**src/rtl/piso_pkg.sv**
```systemverilog
package piso_pkg;
  typedef struct packed {
    logic loadNow;
    logic shiftNow;
  } shiftCtrl_t;
endpackage

```
**src/rtl/piso_sync.sv**
```systemverilog
module piso_sync #(
  parameter int STAGES = 2
) (
  input  logic clk,
  input  logic rst,
  input  logic asyncIn,
  output logic syncOut
);
  logic [STAGES-1:0] chain;

  always_ff @(posedge clk) begin
    if (rst) chain <= '0;
    else     chain <= {chain[STAGES-2:0], asyncIn};
  end

  assign syncOut = chain[STAGES-1];
endmodule

```
**src/rtl/piso_ctrl.sv**
```systemverilog
module piso_ctrl #(
  parameter int SYNC_STAGES = 2
) (
  input  logic                   clk,
  input  logic                   rst,
  input  logic                   parLoadN,
  input  logic                   shiftClkA,
  input  logic                   shiftClkB,
  output piso_pkg::shiftCtrl_t   strobes
);
  localparam int NUM_CLK = 2;

  logic [NUM_CLK-1:0] rawClk;
  logic [NUM_CLK-1:0] syncClk;
  logic orNow;
  logic orPrev;

  assign rawClk = {shiftClkB, shiftClkA};

  for (genvar i = 0; i < NUM_CLK; i++) begin : g_sync
    piso_sync #(.STAGES(SYNC_STAGES)) u_sync (
      .clk    (clk),
      .rst    (rst),
      .asyncIn(rawClk[i]),
      .syncOut(syncClk[i])
    );
  end

  assign orNow = |syncClk;

  // History always follows the OR, so after a load a level that is already
  // high counts as old and does not fire a shift.
  always_ff @(posedge clk) begin
    if (rst) orPrev <= 1'b0;
    else     orPrev <= orNow;
  end

  always_comb begin
    strobes.loadNow  = ~parLoadN;
    strobes.shiftNow = parLoadN & orNow & ~orPrev;
  end
endmodule

```
**src/rtl/piso_datapath.sv**
```systemverilog
module piso_datapath #(
  parameter int WIDTH = 8
) (
  input  logic                 clk,
  input  logic                 rst,
  input  piso_pkg::shiftCtrl_t strobes,
  input  logic [WIDTH-1:0]     parIn,
  input  logic                 serialIn,
  output logic [WIDTH-1:0]     dataQ
);
  always_ff @(posedge clk) begin
    if (rst)                   dataQ <= '0;
    else if (strobes.loadNow)  dataQ <= parIn;
    else if (strobes.shiftNow) dataQ <= {dataQ[WIDTH-2:0], serialIn};
  end
endmodule

```
**src/rtl/piso_shift_reg.sv**
```systemverilog
module piso_shift_reg #(
  parameter int WIDTH       = 8,
  parameter int SYNC_STAGES = 2
) (
  input  logic             clk,
  input  logic             rst,
  input  logic [WIDTH-1:0] parIn,
  input  logic             parLoadN,
  input  logic             serialIn,
  input  logic             shiftClkA,
  input  logic             shiftClkB,
  output logic             serialOut,
  output logic             serialOutN
);
  localparam int TOP = WIDTH - 1;

  piso_pkg::shiftCtrl_t ctrlStrb;
  logic [WIDTH-1:0]     dataQ;

  piso_ctrl #(.SYNC_STAGES(SYNC_STAGES)) u_ctrl (
    .clk      (clk),
    .rst      (rst),
    .parLoadN (parLoadN),
    .shiftClkA(shiftClkA),
    .shiftClkB(shiftClkB),
    .strobes  (ctrlStrb)
  );

  piso_datapath #(.WIDTH(WIDTH)) u_dp (
    .clk     (clk),
    .rst     (rst),
    .strobes (ctrlStrb),
    .parIn   (parIn),
    .serialIn(serialIn),
    .dataQ   (dataQ)
  );

  assign serialOut  = dataQ[TOP];
  assign serialOutN = ~dataQ[TOP];
endmodule

```
**config.mk**
```make
export PLATFORM = sky130hd
export DESIGN_NAME = piso_shift_reg
export DESIGN_NICKNAME = d
export VERILOG_FILES = /design/src/rtl/piso_pkg.sv /design/src/rtl/piso_sync.sv /design/src/rtl/piso_ctrl.sv /design/src/rtl/piso_datapath.sv /design/src/rtl/piso_shift_reg.sv
export SDC_FILE = /design/constraint.sdc
export NUM_CORES = 1
export LEC_CHECK = 0
export CAP_MARGIN = 20
export CORE_AREA = 5 5 42 44
export CTS_CLUSTER_SIZE = 12
export DETAILED_ROUTE_END_ITERATION = 10
export DIE_AREA = 0 0 47 49
export PLACE_DENSITY = 0.77
export RECOVER_POWER = 50
export SLEW_MARGIN = 20
export SYNTH_ARGS = -nofsm -noshare
export SYNTH_HDL_FRONTEND = slang
export SYNTH_HIERARCHICAL = 1
export SYNTH_SLANG_ARGS = --single-unit
export TNS_END_PERCENT = 5
```
**constraint.sdc**
```tcl
create_clock -name clk -period 2.21 [get_ports clk]
set_clock_uncertainty 0.15 [all_clocks]
set_input_delay 0.221 -clock clk [delete_from_list [all_inputs] [get_ports clk]]
set_output_delay 0.221 -clock clk [all_outputs]
set_load 0.05 [all_outputs]
```
==> impl_metrics.sql <==
INSERT INTO impl_metrics (metric_group, metric, value, unit) VALUES
('timing', 'period_minus_slack', '1870', 'ps'),
('detailed_routing', 'ant_nets', '0', ''),
('placement', 'dpl-instance-area', '682', 'µm²'),
('die', 'die-area', '2300', 'µm²'),
('die', 'chipHeight', '49', 'µm'),
('power', 'power.density', '674', 'nW/µm²'),
('placement', 'portBuffers', '15', ''),
('power', 'cellLeakagePower', '0.252', 'nW'),
('min_path', 'worstHoldPathCells', '1', ''),
('min_path', 'hp-start', 'u_ctrl/g_sync[1].u_sync/chain[0]', ''),
('timing', 'slew_violations', '0', ''),
('clock_tree', 'cts_hold_repair.buffers', '0', ''),
('worst_setup_path', 'worstReg2RegStart', 'u_ctrl/g_sync[0].u_sync/chain[1]', ''),
('detailed_routing', 'detailroute.via_count', '395', ''),
('synthesis', 'syn-instance-count', '49', ''),
('power', 'p_sw', '111', 'µW'),
('final_layout', 'layout_commonest_cell', 'sky130_fd_sc_hd__clkdlybuf4s50_1', ''),
('clock_tree', 'cts-buffers-inserted', '3', ''),
('power', 'internal_power', '361', 'µW'),
('placement', 'gp_congestion', '0.753', ''),
('synthesis', 'yosysSeqAreaShare', '0.501', ''),
('detailed_routing', 'drt_first_pass_iters', '1', ''),
('synthesis', 'ys_types', '10', ''),
('power', 'power_switching_share', '0.235', ''),
('final_layout', 'drive_above_1_share', '0.0597', ''),
('final_layout', 'design.final.nets', '82', ''),
('synthesis', 'netlist_area', '519', 'µm²'),
('run_status', 'status', 'finished, final reports clean', ''),
('clock_tree', 'cts_root_buffer', 'sky130_fd_sc_hd__clkbuf_4', ''),
('worst_setup_path', 'critical_path_top_delay_cell', 'sky130_fd_sc_hd__clkbuf_1', ''),
('final_layout', 'fin_area', '699', 'µm²'),
('job', 'max_cap_violations', '0', ''),
('detailed_routing', 'post-route-drc-count', '0', ''),
('worst_setup_path', 'critical_path.top_delay_family', 'buffers and inverters', ''),
('timing', 'worst_slew_pin_slew', '571', 'ps'),
('global_route', 'pin_count_of_the_biggest_net_entering_global_routing', '14', ''),
('die', 'row_count', '14', ''),
('worst_setup_path', 'worstPathBufferInverterCount', '3', ''),
('timing', 'setup_total_negative_slack', '0', 'ps'),
('worst_setup_path', 'worst-endpoint-arrival', '1900', 'ps'),
('clock_tree', 'insertion_delay', '270', 'ps'),
('worst_setup_path', 'startpoint_to_endpoint_class_of_the_critical_path', 'input pin to register', ''),
('worst_setup_path', 'reg2reg_slack', '590', 'ps'),
('synthesis', 'mappedNetlistNets', '63', ''),
('detailed_routing', 'avgViaCountPerCell', '4.76', ''),
('placement', 'dpl.hpwl', '749', 'µm'),
('final_layout', 'num-fill-cells', '140', ''),
('timing', 'fmax', '536', 'MHz'),
('global_route', 'tot_gr_track_use', '0.0901', ''),
('worst_setup_path', 'worst_setup_path_end_kind', 'register', ''),
('power', 'total_power', '471', 'µW'),
('global_route', 'grt_first_pass_wirelength', '1470', 'µm'),
('clock_tree', 'clk_pin_slew', '80', 'ps'),
('worst_setup_path', 'cp_max_fo', '10', ''),
('final_layout', 'layout-area-overhead-vs-synth', '34.7', '%'),
('clock_tree', 'cts.repair_timing.setup_buffer_count', '0', ''),
('worst_setup_path', 'cell_by_cell_listing_of_the_critical_path', 'clkdlybuf4s50_1 -> inv_1 -> nor3_1 -> clkbuf_1 -> mux2i_1 -> a211oi_1', ''),
('global_route', 'vias_in_the_first_global_route', '361', ''),
('die', 'initial_core_util', '0.371', ''),
('timing', 'rsz0062_at_grt', 'false', ''),
('die', 'design.core.area', '1400', 'µm²'),
('synthesis', 'syn_avg_cell_area', '10.6', 'µm²'),
('power', 'vdd.ir_drop.worst', '0.545', 'mV'),
('worst_setup_path', 'worst_r2r_path_depth', '5', ''),
('die', 'chipWidth', '47', 'µm'),
('clock_tree', 'ctsResizeCount', '0', ''),
('die', 'design.portCount', '16', ''),
('worst_setup_path', 'critical_path_s_largest_stage_delay', '470', 'ps'),
('final_layout', 'insertedDiodeCount', '0', ''),
('worst_setup_path', 'startpoint_type', 'input pin', ''),
('detailed_routing', 'drt_wl_total', '978', 'µm');
-- Yosys cell counts (all sizes together) --
| master | count | area share |
|---|---|---|
| dfxtp | 13 | 0.50 |
| nor2b | 12 | 0.14 |
| a211oi | 8 | 0.12 |
| mux2i | 8 | 0.15 |
| inv | 3 | 0.022 |
| buf | 2 | 0.029 |
| nor2 | 2 | 0.014 |
| nor3 | 1 | 0.019 |
-- stage by stage --
stage,hold slack (ps),instances,utilization,worst slack [ps]
4_1_cts,294,83,0.505,387
6_report,289,83,0.499,345
2_1_floorplan,143,49,-,861
3_3_place_gp,268,79,0.487,446
5_1_grt,317,83,0.499,200
3_5_place_dp,277,79,0.487,405
-- registers in the layout, summed over array words and instances, names as in the netlist --
signal                      count
u_dp/dataQ                      8
u_ctrl/orPrev                   1
u_ctrl/g_sync.u_sync/chain      4
-- kinds of logic (layout without fill, tap and decap cells) --
| group | Yosys count | count (layout) | share of synthesized area |
|---|---|---|---|
| AOI/OAI and AO/OA | 8 | 8 | 0.116 |
| DFF | 13 | 13 | 0.501 |
| muxes | 8 | 8 | 0.154 |
| buffers and inverters | 5 | 23 | 0.0506 |
| and+or+nand+nor | 15 | 15 | 0.178 |
-- power groups by stage --
stage	Clock, mW	Combinational (mW)	Sequential (mW)
5_1_grt	0.153	0.0816	0.258
2_1_floorplan	0	0.0387	0.264
3_3_place_gp	0	0.0757	0.261
6_report	0.140	0.0755	0.256
3_5_place_dp	0	0.0773	0.262
4_1_cts	0.147	0.0777	0.256
-- metal layers --
metal  part of all wire  vias to the layer above  wire [µm]
met5                  0                        -          0
met4              0.013                        0         13
met3              0.082                        2         80
met2               0.46                       12        452
met1               0.44                      177        431
li1                   -                      204          -
-- worst reg2reg max path: stages, from the launching register on --
cell                       delay (ps)
sky130_fd_sc_hd__dfxtp_1          310
sky130_fd_sc_hd__nor2_1            40
sky130_fd_sc_hd__nor3_1           140
sky130_fd_sc_hd__clkbuf_1         470
sky130_fd_sc_hd__mux2i_1          170
sky130_fd_sc_hd__a211oi_1         250
-- cell type report --
class | count | share of cell area
Sequential cell | 13 | 0.372
Multi-Input combinational cell | 31 | 0.326
Timing Repair Buffer | 16 | 0.220
Clock buffer | 4 | 0.0376
Tap cell | 16 | 0.0286
Inverter | 3 | 0.0161
-- worst max path at each step --
| stage | slack (ps) | from | endpoint | cells past startpoint |
|---|---|---|---|---|
| detailed placement | 410 | parLoadN | u_dp/dataQ[5] | 6 |
| CTS | 390 | u_dp/dataQ[7] | serialOutN | 2 |
| global placement | 450 | parLoadN | u_dp/dataQ[2] | 6 |
| global route | 200 | parLoadN | u_dp/dataQ[5] | 6 |
| floorplan | 860 | u_dp/dataQ[7] | serialOutN | 1 |
| finish | 340 | parLoadN | u_dp/dataQ[5] | 6 |
Power figures use the tool's default switching activity.
